**src/rtl/fabric_ctl_pkg.sv**
```systemverilog
package fabric_ctl_pkg;

    localparam int NUM_MASTER  = 4;
    localparam int PRIO_STRIDE = 4;
    localparam int NUM_PORT    = 10;
    localparam int NUM_EVT     = 2 * NUM_PORT;
    localparam int NUM_CTR     = 4;
    localparam int SEL_W       = 5;
    localparam logic [SEL_W-1:0] SEL_RESET = '1;
    localparam int DATA_W      = 32;

    localparam int W_PRIO      = 0;
    localparam int W_ACK       = 1;
    localparam int W_CTR_BASE  = 2;
    localparam int NUM_WORDS   = W_CTR_BASE + 2 * NUM_CTR;

    typedef struct packed {
        logic rd;
        logic wr;
    } apb_acc_t;

    function automatic logic evt_pick(input logic [SEL_W-1:0] code,
                                      input logic [NUM_EVT-1:0] evts);
        logic hit;
        hit = 1'b0;
        for (int e = 0; e < NUM_EVT; e++) begin
            if (code == SEL_W'(e)) hit = evts[e];
        end
        return hit;
    endfunction

endpackage

```
**src/rtl/fabric_prio_reg.sv**
```systemverilog
module fabric_prio_reg
    import fabric_ctl_pkg::*;
#(
    parameter int N_ARB = 10
) (
    input  logic                  clk,
    input  logic                  rst,
    input  logic                  we,
    input  logic [NUM_MASTER-1:0] wbits,
    input  logic [N_ARB-1:0]      uptodate,
    output logic [NUM_MASTER-1:0] prio,
    output logic                  ack
);

    logic [NUM_MASTER-1:0] prio_q;
    logic                  ack_q;

    always_ff @(posedge clk) begin
        if (rst) begin
            prio_q <= '0;
            ack_q  <= 1'b0;
        end else if (we) begin
            prio_q <= wbits;
            ack_q  <= 1'b0;
        end else begin
            ack_q  <= &uptodate;
        end
    end

    assign prio = prio_q;
    assign ack  = ack_q;

    p_ack_drop_r3: assert property (@(posedge clk) disable iff (rst)
        we |=> !ack_q);
    p_ack_all_r3: assert property (@(posedge clk) disable iff (rst)
        ack_q |-> $past(&uptodate));
    p_prio_hold_r2: assert property (@(posedge clk) disable iff (rst)
        !we |=> $stable(prio_q));

endmodule

```
**src/rtl/fabric_perf_ctr.sv**
```systemverilog
module fabric_perf_ctr
    import fabric_ctl_pkg::*;
#(
    parameter int CNT_W = 24
) (
    input  logic               clk,
    input  logic               rst,
    input  logic               clr,
    input  logic               sel_we,
    input  logic [SEL_W-1:0]   sel_wdata,
    input  logic [NUM_EVT-1:0] evts,
    output logic [CNT_W-1:0]   count,
    output logic [SEL_W-1:0]   sel
);

    localparam logic [CNT_W-1:0] CNT_MAX = '1;

    logic [CNT_W-1:0] cnt_q;
    logic [SEL_W-1:0] sel_q;
    logic             hit;

    assign hit = evt_pick(sel_q, evts);

    always_ff @(posedge clk) begin
        if (rst) begin
            cnt_q <= '0;
        end else if (clr) begin
            cnt_q <= '0;
        end else if (hit && cnt_q != CNT_MAX) begin
            cnt_q <= cnt_q + 1'b1;
        end
    end

    always_ff @(posedge clk) begin
        if (rst) begin
            sel_q <= SEL_RESET;
        end else if (sel_we) begin
            sel_q <= sel_wdata;
        end
    end

    assign count = cnt_q;
    assign sel   = sel_q;

    p_sat_hold_r8: assert property (@(posedge clk) disable iff (rst)
        (cnt_q == CNT_MAX && !clr) |=> cnt_q == CNT_MAX);
    p_clear_r9: assert property (@(posedge clk) disable iff (rst)
        clr |=> cnt_q == '0);
    p_undef_code_r6: assert property (@(posedge clk) disable iff (rst)
        (int'(sel_q) >= NUM_EVT && !clr) |=> $stable(cnt_q));
    p_step_r7: assert property (@(posedge clk) disable iff (rst)
        (hit && !clr && cnt_q != CNT_MAX) |=> (cnt_q - $past(cnt_q)) == CNT_W'(1));
    p_sel_hold_r4: assert property (@(posedge clk) disable iff (rst)
        !sel_we |=> $stable(sel_q));

endmodule

```
**src/rtl/fabric_ctl_regs.sv**
```systemverilog
module fabric_ctl_regs
    import fabric_ctl_pkg::*;
#(
    parameter int ADDR_W = 8,
    parameter int CNT_W  = 24,
    parameter int N_ARB  = 10
) (
    input  logic                  clk,
    input  logic                  rst,
    input  logic                  psel,
    input  logic                  penable,
    input  logic                  pwrite,
    input  logic [ADDR_W-1:0]     paddr,
    input  logic [DATA_W-1:0]     pwdata,
    output logic [DATA_W-1:0]     prdata,
    output logic                  pready,
    output logic                  pslverr,
    input  logic [N_ARB-1:0]      arb_uptodate,
    input  logic [NUM_EVT-1:0]    fabric_events,
    output logic [NUM_MASTER-1:0] master_prio
);

    localparam int WORD_W = ADDR_W - 2;

    apb_acc_t              acc;
    logic [WORD_W-1:0]     word;
    logic [NUM_MASTER-1:0] prio_wbits;
    logic                  prio_ack;
    logic [CNT_W-1:0]      cnt_a [NUM_CTR];
    logic [SEL_W-1:0]      sel_a [NUM_CTR];
    logic                  unused_bits;

    assign word        = paddr[ADDR_W-1:2];
    assign acc.rd      = psel & ~pwrite;
    assign acc.wr      = psel & penable & pwrite;
    assign unused_bits = ^{paddr[1:0], pwdata};

    assign pready  = 1'b1;
    assign pslverr = 1'b0;

    for (genvar m = 0; m < NUM_MASTER; m++) begin : g_pbits
        assign prio_wbits[m] = pwdata[m*PRIO_STRIDE];
    end

    fabric_prio_reg #(.N_ARB(N_ARB)) u_prio (
        .clk      (clk),
        .rst      (rst),
        .we       (acc.wr && word == WORD_W'(W_PRIO)),
        .wbits    (prio_wbits),
        .uptodate (arb_uptodate),
        .prio     (master_prio),
        .ack      (prio_ack)
    );

    for (genvar i = 0; i < NUM_CTR; i++) begin : g_ctr
        fabric_perf_ctr #(.CNT_W(CNT_W)) u_ctr (
            .clk       (clk),
            .rst       (rst),
            .clr       (acc.wr && word == WORD_W'(W_CTR_BASE + 2*i)),
            .sel_we    (acc.wr && word == WORD_W'(W_CTR_BASE + 2*i + 1)),
            .sel_wdata (pwdata[SEL_W-1:0]),
            .evts      (fabric_events),
            .count     (cnt_a[i]),
            .sel       (sel_a[i])
        );
    end

    always_comb begin
        prdata = '0;
        if (acc.rd) begin
            if (word == WORD_W'(W_PRIO)) begin
                for (int m = 0; m < NUM_MASTER; m++) prdata[m*PRIO_STRIDE] = master_prio[m];
            end
            if (word == WORD_W'(W_ACK)) prdata[0] = prio_ack;
            for (int i = 0; i < NUM_CTR; i++) begin
                if (word == WORD_W'(W_CTR_BASE + 2*i))     prdata[CNT_W-1:0] = cnt_a[i];
                if (word == WORD_W'(W_CTR_BASE + 2*i + 1)) prdata[SEL_W-1:0] = sel_a[i];
            end
        end
    end

    p_unmapped_r11: assert property (@(posedge clk) disable iff (rst)
        (acc.rd && int'(word) >= NUM_WORDS) |-> prdata == '0);
    p_prio_ack_rd_r3: assert property (@(posedge clk) disable iff (rst)
        (acc.rd && word == WORD_W'(W_ACK)) |-> prdata[DATA_W-1:1] == '0);

endmodule

```
**config.mk**
```make
export PLATFORM = sky130hd
export DESIGN_NAME = fabric_ctl_regs
export DESIGN_NICKNAME = d
export VERILOG_FILES = /design/src/rtl/fabric_ctl_pkg.sv /design/src/rtl/fabric_prio_reg.sv /design/src/rtl/fabric_perf_ctr.sv /design/src/rtl/fabric_ctl_regs.sv
export SDC_FILE = /design/constraint.sdc
export NUM_CORES = 1
export LEC_CHECK = 0
export ABC_CLOCK_PERIOD_IN_PS = 4200
export BUFFER_PORTS_ARGS = -buffer_cell sky130_fd_sc_hd__buf_2
export CAP_MARGIN = 20
export CORE_MARGIN = 4
export CORE_UTILIZATION = 41
export DETAILED_ROUTE_END_ITERATION = 10
export GPL_TIMING_DRIVEN = 1
export HOLD_SLACK_MARGIN = 0.15
export PLACE_DENSITY_LB_ADDON = 0.15
export SLEW_MARGIN = 20
export SYNTH_ARGS = -nofsm -noshare
export SYNTH_HDL_FRONTEND = slang
export SYNTH_SLANG_ARGS = --single-unit
```
**constraint.sdc**
```tcl
create_clock -name clk -period 4.2 [get_ports clk]
set_clock_uncertainty 0.1 [all_clocks]
set_input_delay 0.21 -clock clk [delete_from_list [all_inputs] [get_ports clk]]
set_output_delay 0.21 -clock clk [all_outputs]
set_load 0.03 [all_outputs]
```
# [Yosys cells after proc, flatten, opt, wreduce, memory -nomap -nowiden]
# Index checks and enable logic that the tools add are counted.
# Widths: inputs -> output; s select.
[op_classes] reduce_logical=24 eq_ne=89 n_bitwise=4 muxes=95 n_addsub=4
[ops] operator="$eq 5x4->1 const B" count=32
[ops] operator="$mux 24" count=6
[ops] operator="$add 24x1->24 const B" count=4
[ops] operator="$ne 24x24->1 const B" count=4
[ops] operator="$mux 1" count=85
[ops] operator="$eq 5x3->1 const B" count=16
[ops] operator="$eq 5x5->1 const B" count=16
[ops] operator="$eq 5x2->1 const B" count=8
[ops] operator="$eq 6x3->1 const B" count=4
[ops] operator="$eq 5x1->1 const B" count=4
[ops] operator="$logic_not 5->1" count=4
[ops] operator="$mux 5" count=4
[ops] operator="$logic_and 1x1->1" count=13
[ops] operator="$eq 6x2->1 const B" count=2
[ops] operator="$eq 6x4->1 const B" count=2
[ops] operator="$reduce_and 10->1" count=1
[ops] operator="$reduce_or 2->1" count=5
[ops] operator="$eq 6x1->1 const B" count=1
[ops] operator="$logic_not 6->1" count=1
[ops] operator="$and 1x1->1" count=3
[ops] operator="$not 1->1" count=1
[totals] regBits=121 in_bits=75 out_inout_bits=38 elab_cells=226

# [Logic depth before layout (Yosys ltp)]
# Gate-level depths: netlist (run 1).
[logic_depth] word_depth=22 mapped_depth=11 depth_no_buf=8

# [By module]
# Synthesis (run 1) repeated with hierarchy kept, for this count alone.
[unflattened] hier_cells=1126 area_unflattened_um2=8817.2
[modules_own_cells] mod="fabric_perf_ctr" cells_each=234 seq_area_each_um2=580.6 instances=4 area_each_um2=1849.3
[modules_own_cells] mod="fabric_ctl_regs" cells_each=172 seq_area_each_um2=0.0 instances=1 area_each_um2=1204.9
[modules_own_cells] mod="fabric_prio_reg" cells_each=18 seq_area_each_um2=100.1 instances=1 area_each_um2=215.2

# [Worst setup path before layout (run 1)]
# Ideal clock, no wire load.
[synth_path] path_type="input port to output port" from="in paddr[7]" to="out prdata[12]" n_path_buf=1 arrival_ps=2247 required_time_ps=3890 slack_ps=1643 path_stages=6 path_cell_list="nor4b_2 nand2_1 nor2_1 clkbuf_1 a222oi_1 a211oi_1"
[synth_via] elab_chain_cells=8 elab_cells_between_ends=12 classes_between="eq/ne (4); mux (7); reduce/logical (1)"
[synth_lines] item="from (decl)" line_no="fabric_ctl_regs.sv:13" rtl="input logic [ADDR_W-1:0] paddr,"
[synth_lines] item="$logic_not 6->1" line_no="fabric_ctl_regs.sv:71" rtl="if (word == WORD_W'(W_PRIO)) begin"
[synth_lines] item="$mux 1" line_no="fabric_ctl_regs.sv:71"
[synth_lines] item="$mux 24" line_no="fabric_ctl_regs.sv:76" rtl="if (word == WORD_W'(W_CTR_BASE + 2*i)) prdata[CNT_W-1:0] = cnt_a[i];"
[synth_lines] item="$mux 24" line_no="fabric_ctl_regs.sv:70" rtl="if (acc.rd) begin"
[synth_lines] item="$mux 24 (2 in a row)" line_no="fabric_ctl_regs.sv:76"
[synth_lines] item="$mux 24 *" line_no="fabric_ctl_regs.sv:76"
[synth_lines] item="$mux 24 *" line_no="fabric_ctl_regs.sv:70"
[synth_lines] item="to (decl)" line_no="fabric_ctl_regs.sv:15" rtl="output logic [DATA_W-1:0] prdata,"
# Mark *: on every way between the ends. The rest lies on a longest branch, timed or not. The select of a mux whose other input is x is not followed.

# [Final worst setup path (run 1)]
[layout_path] from="reg g_ctr[2].u_ctr.sel_q[0]" to="reg g_ctr[2].u_ctr.cnt_q[3]"
[layout_via] elab_chain_cells=22 elab_cells_between_ends=41 classes_between="eq/ne (19); mux (20); reduce/logical (2)"
[layout_lines] item="from (decl)" line_no="fabric_perf_ctr.sv:19" rtl="logic [SEL_W-1:0] sel_q;"
[layout_lines] item="from (signal assigned)" line_no="fabric_perf_ctr.sv:38" rtl="sel_q <= sel_wdata;"
[layout_lines] item="$logic_not 5->1" line_no="fabric_ctl_pkg.sv:27" rtl="if (code == SEL_W'(e)) hit = evts[e];"
[layout_lines] item="$mux 1 (19 in a row)" line_no="fabric_ctl_pkg.sv:27"
[layout_lines] item="$mux 1 *" line_no="fabric_ctl_pkg.sv:27"
[layout_lines] item="$logic_and 1x1->1 *" line_no="fabric_perf_ctr.sv:29" rtl="end else if (hit && cnt_q != CNT_MAX) begin"
[layout_lines] item="to (signal assigned)" line_no="fabric_perf_ctr.sv:30" rtl="cnt_q <= cnt_q + 1'b1;"
[layout_lines] item="to (decl)" line_no="fabric_perf_ctr.sv:18" rtl="logic [CNT_W-1:0] cnt_q;"
# Mark *: on every way between the ends. The rest lies on a longest branch, timed or not.
# A chain may end at the register's enable or synchronous reset.

==> metrics.md, run 1 <==
| Metric | Value |
|---|---|
| Io pins | around 110 |
| Share of cells above drive strength 1 | 15.3% |
| # diodes | 0 |
| Total CTS buffers | 17 |
| Top area cells in the synthesized netlist | dfxtp_1 (32%), nand2_1 (5.1%), a21oi_1 (5.0%) |
| Slew @ Worst Pin | 1010 ps |
| CTS Buffer Depth | 2 |
| R2R Setup Slk | about 1000 ps |
| First-pass GRT wire length | 37000 um |
| Achievable Freq | 0.317 GHz |
| Root Driver | clkbuf_16 |
| GR Layer Usage met2 | 33.3% |
| Worst Setup End Kind | flip-flop |
| Post-placement cell area | 7990 sq um |
| Post-route setup TNS | 0 ps |
| Fillers | roughly 1800 |
| Flops & latches, synth | 121 |
| Worst r2r path cells | 6 |
| Die Y | between 100 and 150 um |
| Worst path max stage delay | 690 ps |
| Ys flop type | dfxtp_1 |
| Synth warnings | 0 |
| Grt met1 use | between 30 and 40% |
| Initial antenna violation count | 0 |
| Reg2reg end | g_ctr[2].u_ctr.count[3]$_SDFFE_PP0P_ |
| RSZ-0062 raised after global routing | false |
| Crit path arrival time | 3400 ps |
| Row count | 49 |
| CP cell instances | mux2_2 > a31o_2 > a311oi_1 > a21o_1 > o21ai_0 > a21oi_1 |
| Gp weighted congestion | just under 0.9 |
| Clk Latency, worst-skew pair | 430 ps |
| Starting density of the core | 41.8% |
| Post-CTS Setup Repair Bufs | 0 |
| Grt total ovfl | 0 |
| Final Core Density | between 40% and 50% |
| Final ANT Viol Nets | 0 |
| Final Max Tran Viols | 0 |
| Vias per cell | just over 6 |
| Tmin final | 3160 ps |
| Design area | 8720 sq um |
| WL final | 23900 um |
| CP Capture Point | g_ctr[2].u_ctr.count[3]$_SDFFE_PP0P_ |
| CTS tree | built |
| Hold Vio Cnt, Final | 0 |
| Synth cell types | 69 |
| Wire length per cell | 19.3 um |
| Clock Sinks | around 120 |
| Peak supply drop | ~0.00026 V |
| Startpoint type of the worst setup path | flip-flop |
| Status | finished clean |
| Post-CTS Resized | 0 |
| Ys async rst share | 0% |
| Syn-to-layout area delta | 15.8% |
| Core Footprint | roughly 18000 sq um |
| Register area share after synthesis | 32.2% |
| Vias | 7526 |
| RR Startpoint | g_ctr[2].u_ctr.sel[0]$_SDFFE_PP1P_ |
| Crit-path max FO | 25 |
| Clock slew at reported path FFs | ~60 ps |
| GR peak layer | met1 |
| DR iter-0 viols | 696 |
| Top-area cell type share of the netlist area | 32.2% |
| Max-Cap Viols | 0 |
| GRT Overall Usage | 23.0% |
| Critical path required time | 4450 ps |
| Final-report setup violation count | 0 |
| Residual DRC | 0 |
| Yosys top cell by area | dfxtp_1 |
| Leakage power total | 0.00328 uW |
| Pin count of the biggest net entering global routing | 39 |
| Post-DP HPWL | between 15000 and 20000 um |
| Slew HR | 32.4% |
| Mapped Area | 7530 sq um |
| CP startpoint | g_ctr[2].u_ctr.sel[0]$_SDFFE_PP1P_ |
| Die Width | 144 um |
| Hold Crit Class | flip-flop to flip-flop |
| Drt pass-1 iters | 7 |
| Final period util | 75.2% |
| EDFF count, synth | 0 |
| Die area | 20600 sq um |
| Met3 GRT Util | 4.49% |
| Power per cell area | 322 nW/um^2 |
| Post-Syn Instances | 935 |
| Slowest cell on crit path | dfxtp_1 |
| Nets | 1073 |
| # port buffers | 75 |
| H-tree depth | 4 |
| Vias in the first global route | approximately 6700 |
| Syn_area_per_cell | just over 8 sq um |
| Setup Crit Path Kind | flip-flop to flip-flop |
-- worst max-delay path, delay by kind of cell (launching register included) --
family | cells | cell delay [ps]
mux | 1 | 410
flops | 1 | 690
compound gates | 5 | 1880
-- routing by layer --
| metal | wire length, um | vias up |
|---|---|---|
| li1 | - | 3612 |
| met1 | 11200 | 3612 |
| met2 | 10400 | 268 |
| met3 | 1840 | 34 |
| met4 | 429 | 0 |
| met5 | 0 | - |
-- power breakdown --
part	total, uW	internal, uW	switching (uW)
Clock	1520	932	586
Sequential	1150	1150	1.47
Combinational	145	50.3	94.9
Total	2810	2130	683
-- per-stage QoR --
stage | hold slack [ps] | setup WS [ps] | cells | total power [uW]
floorplan | 239 | 1640 | 943 | 1260
global placement | 348 | 1110 | 1191 | 1310
detailed placement | 353 | 1090 | 1191 | 1310
CTS | 400 | 1080 | 1236 | 2820
global route | 430 | 750 | 1236 | 2890
finish | 394 | 1040 | 1236 | 2810
-- logic make-up after synthesis --
family | synth area share, %
fa+ha+maj | 0.664
xor+xnor | 4.30
flops | 32.2
mux | 8.52
other cells | 0.0997
simple gates | 29.2
buf+inv | 5.41
compound gates | 19.6
-- worst min path at each step --
| stage | start | end | cells after the start |
|---|---|---|---|
| floorplan | pwdata[0] | g_ctr[0].u_ctr.sel[0]$_SDFFE_PP1P_ | 2 |
| global placement | pwdata[12] | u_prio.prio[3]$_SDFFE_PP0P_ | 3 |
| detailed placement | pwdata[12] | u_prio.prio[3]$_SDFFE_PP0P_ | 3 |
| CTS | g_ctr[2].u_ctr.count[9]$_SDFFE_PP0P_ | g_ctr[2].u_ctr.count[9]$_SDFFE_PP0P_ | 2 |
| global route | g_ctr[2].u_ctr.count[19]$_SDFFE_PP0P_ | g_ctr[2].u_ctr.count[19]$_SDFFE_PP0P_ | 2 |
| finish | g_ctr[2].u_ctr.count[9]$_SDFFE_PP0P_ | g_ctr[2].u_ctr.count[9]$_SDFFE_PP0P_ | 2 |
-- Yosys cell counts, types with 10 or more instances --
master / instances
a21oi_1: 76
a222oi_1: 19
a22oi_1: 10
and2_1: 10
and3_1: 24
and4_1: 13
buf_2: 13
buf_4: 12
clkbuf_1: 36
dfxtp_1: 121
inv_1: 25
mux2i_1: 27
mux4_2: 13
nand2_1: 103
nand2b_1: 12
nand3_1: 54
nand4_1: 25
nor2_1: 72
nor3_1: 15
o211ai_1: 22
o21ai_0: 36
or3_1: 30
or4_1: 14
xnor2_1: 16
xor2_1: 21
-- cell type report --
cell class                      count  area [sq um]  area share (%)
Sequential cell                   121          2420            27.8
Clock inverter                     15           179            2.05
Multi-Input combinational cell    732          4740            54.4
Inverter                           25          93.8            1.08
Clock buffer                       17           425            4.88
Tap cell                          229           287            3.28
Timing Repair Buffer               97           573            6.57
-- timing repair --
action	4_1_cts	5_1_grt
hold buffers	13	0
hold endpoints to repair	25	0
setup endpoints to repair	0	0
-- state kept, by name, summed over array words and instances (netlist names) --
signal and flops:
u_prio.ack 1, u_prio.prio 4, g_ctr.u_ctr.count 96, g_ctr.u_ctr.sel 20
-- cell usage in the layout (no fill, tap or decap), drive strengths merged, types with 16 or more instances in the layout --
| cell type | count |
|---|---|
| buf | 84 |
| xor2 | 21 |
| o211ai | 22 |
| nand4 | 25 |
| clkbuf | 17 |
| nand3 | 54 |
| nor3 | 16 |
| mux2i | 27 |
| a222oi | 19 |
| dfxtp | 121 |
| or3 | 30 |
| nor2 | 72 |
| inv | 25 |
| and3 | 24 |
| nand2 | 103 |
| a21oi | 76 |
| xnor2 | 16 |
| o21ai | 36 |
Power figures use the tool's default switching activity.
==> run 2: changes to the inputs <==
Settings changed: ABC_CLOCK_PERIOD_IN_PS 4200 to 2900.
Clock period 4.2 ns to 2.9 ns, I/O delays scaled along.
==> run 2 against run 1 <==
Sequential power grew 44%. Count of clock-buffer cells in the layout grew 6. Core utilization grew 1.8 points. Combinational power grew 54%. Power grew 48%. Critical path depth grew 2. Clock power grew 49%. Die area is the same. Hold slack lost 78 ps.
==> metrics.md, run 2 (synthesis gave the netlist of run 1 again) <==
| Metric | Value |
|---|---|
| Peak supply drop | 0.000414 V (+58%) |
| Most frequent cells in the layout | dfxtp_1 (121), nand2_1 (103), a21oi_1 (75), buf_2 (75), nor2_1 (71) |
| Clk Latency, worst-skew pair | 430 ps (about the same) |
| Wire length per cell | 19.0 um (-1.5%) |
| CTS tree | built |
| H-tree depth | 4 (unchanged) |
| Drt pass-1 iters | 9 (+2) |
| Sw frac | 22.8% (-1.4 points) |
| WL final | 24200 um (+1.1%) |
| Vias | 7607 (+1.1%) |
| RR Startpoint | g_ctr[0].u_ctr.sel[1]$_SDFFE_PP1P_ |
| Startpoint type of the worst setup path | flip-flop |
| Worst Setup End Kind | flip-flop |
| # port buffers | 75 (unchanged) |
| Syn-to-layout area delta | 20.0% |
| Worst Hold End | u_prio.prio[1]$_SDFFE_PP0P_ |
| Power per cell area | 460 nW/um^2 (+43%) |
| Placed cells | 1224 (+2.8%) |
| Post-DP HPWL | 18000 um (+4.0%) |
| Gp weighted congestion | 0.891 (+1.2%) |
| Final Max Tran Viols | 0 (unchanged) |
| Critical path required time | 3150 ps (-1300 ps) |
| Nets | 1106 (+3.1%) |
| Vias per cell | 5.99 (-1.6%) |
| Seq pwr share | 40.0% (-0.9 points) |
| Internal Power | 3210 uW (+51%) |
| Hold Vio Cnt, Final | 0 (unchanged) |
| CTS Buffer Depth | 2 (unchanged) |
| Root Driver | clkbuf_16 |
| Post-route setup TNS | 0 ps (unchanged) |
| Sw power | 950 uW (+39%) |
| # diodes | 0 (unchanged) |
| Slew HR | 54.8% (+22 points) |
| Die area | 20600 sq um (unchanged) |
| Largest register FFs | 96 (unchanged) |
| Die Width | 144 um (unchanged) |
| Worst hold slack | 317 ps (-77.5 ps) |
| Most common cell after layout, fill and taps aside | dfxtp_1 |
| Residual DRC | 0 (unchanged) |
| Clock share of power | 54.6% (+0.6 points) |
| GRT Overall Usage | 23.6% (+0.67 points) |
| Hold Crit Class | input pin to flip-flop |
| Clock Sinks | 121 (unchanged) |
| Max-Cap Viols | 0 (unchanged) |
| Initial antenna violation count | 0 (unchanged) |
| Achievable Freq | 0.373 GHz (+18%) |
| Die Y | 144 um (unchanged) |
| Hold Path Depth | 5 (+3) |
| Final period util | 92.3% (+17 points) |
| Combinational share of power | 5.4% (+0.2 points) |
| Design area | 9040 sq um (+3.6%) |
| Min-delay src | paddr[3] |
| Clock slew at reported path FFs | 60 ps (about the same) |
| Status | finished clean |
| Core Footprint | 18000 sq um (unchanged) |
| Final-report setup violation count | 0 (unchanged) |
| Leakage power total | 0.00348 uW (+5.9%) |
| Starting density of the core | 41.8% (unchanged) |
| Row count | 49 (unchanged) |
| Total CTS buffers | 17 (unchanged) |
| Crit path arrival time | 2930 ps (-470 ps) |
| Share of cells above drive strength 1 | 18.0% (+2.7 points) |
| Tmin final | 2680 ps (-480 ps) |
| Final ANT Viol Nets | 0 (unchanged) |
| RSZ-0062 raised after global routing | false |
| Slew @ Worst Pin | 678 ps (-336 ps) |
| First-pass GRT wire length | 38000 um (+2.7%) |
| Crit-path max FO | 38 (+52%) |
| Post-route insts no fill | 1269 (+2.7%) |
| Final Core Density | 50.2% (+1.8 points) |
| Fillers | 1780 (-2.8%) |
| Grt total ovfl | 0 (unchanged) |
| DR iter-0 viols | 739 (+6.2%) |
| Pin count of the biggest net entering global routing | 39 (unchanged) |
| R2R Setup Slk | 220 ps (-820 ps) |
| Setup Crit Path Kind | flip-flop to flip-flop |
| Vias in the first global route | 6920 (+3.8%) |
| Worst r2r path cells | 8 (+2) |
| Post-placement cell area | 8260 sq um (+3.4%) |
| Reg2reg end | g_ctr[0].u_ctr.count[14]$_SDFFE_PP0P_ |
| Io pins | 113 (unchanged) |
## run 2: what timing repair did
item | 4_1_cts | 5_1_grt
resized for setup | 0 | 2
setup endpoints to repair | 0 | 2
buffers inserted | 0 | 0
hold buffers | 13 | 0
hold endpoints to repair | 26 | 0
## run 2: worst max-delay path, stage by stage (launching register included)
cell       delay (ps)
dfxtp_1           460
mux4_2            240
nor4b_1           240
a31oi_1           100
a2111oi_0         510
nor2_2            110
buf_12            190
or4_1             490
a21oi_1           150
## run 2: how the worst max path moves through the flow
| stage | from | to | slack (ps) | cells past startpoint |
|---|---|---|---|---|
| final | g_ctr[0].u_ctr.sel[1]$_SDFFE_PP1P_ | g_ctr[0].u_ctr.count[14]$_SDFFE_PP0P_ | 220 | 8 |
| after global routing | g_ctr[0].u_ctr.sel[1]$_SDFFE_PP1P_ | g_ctr[0].u_ctr.count[14]$_SDFFE_PP0P_ | 20 | 8 |
| after CTS | g_ctr[0].u_ctr.sel[1]$_SDFFE_PP1P_ | g_ctr[0].u_ctr.count[14]$_SDFFE_PP0P_ | 220 | 8 |
| after detailed placement | g_ctr[2].u_ctr.sel[0]$_SDFFE_PP1P_ | g_ctr[2].u_ctr.count[9]$_SDFFE_PP0P_ | 250 | 7 |
| after global placement | g_ctr[2].u_ctr.sel[0]$_SDFFE_PP1P_ | g_ctr[2].u_ctr.count[13]$_SDFFE_PP0P_ | 260 | 7 |
| after floorplan | g_ctr[2].u_ctr.sel[0]$_SDFFE_PP1P_ | g_ctr[2].u_ctr.count[1]$_SDFFE_PP0P_ | 440 | 8 |
## run 2: final cells by class
type                            count  area [sq um]  share of cell area [%]
Timing Repair Buffer              130           846                    9.35
Clock buffer                       23           498                    5.51
Inverter                           25          93.8                    1.04
Tap cell                          229           287                    3.17
Multi-Input combinational cell    732          4760                    52.6
Clock inverter                      9           138                    1.52
Sequential cell                   121          2420                    26.8
## run 2: per-layer routing
layer | global-route usage (%) | wire length (um) | up-vias
li1 | - | - | 3674
met1 | 34.2 | 11200 | 3613
met2 | 35.4 | 10500 | 285
met3 | 5.99 | 2100 | 35
met4 | 5.60 | 346 | 0
met5 | 0 | 0 | -
## run 2: metrics by stage
stage | setup slack [ps] | power [uW]
after detailed placement | 248 | 1910
after CTS | 222 | 4190
after floorplan | 444 | 1820
final | 222 | 4160
after global placement | 259 | 1910
after global routing | 21.6 | 4300
## run 2: power by group through the flow
stage	Combinational (uW)	Sequential, uW	Clock (uW)
6_report	224	1660	2270
5_1_grt	240	1660	2390
4_1_cts	219	1660	2300
3_5_place_dp	208	1700	0
3_3_place_gp	208	1700	0
2_1_floorplan	123	1700	0
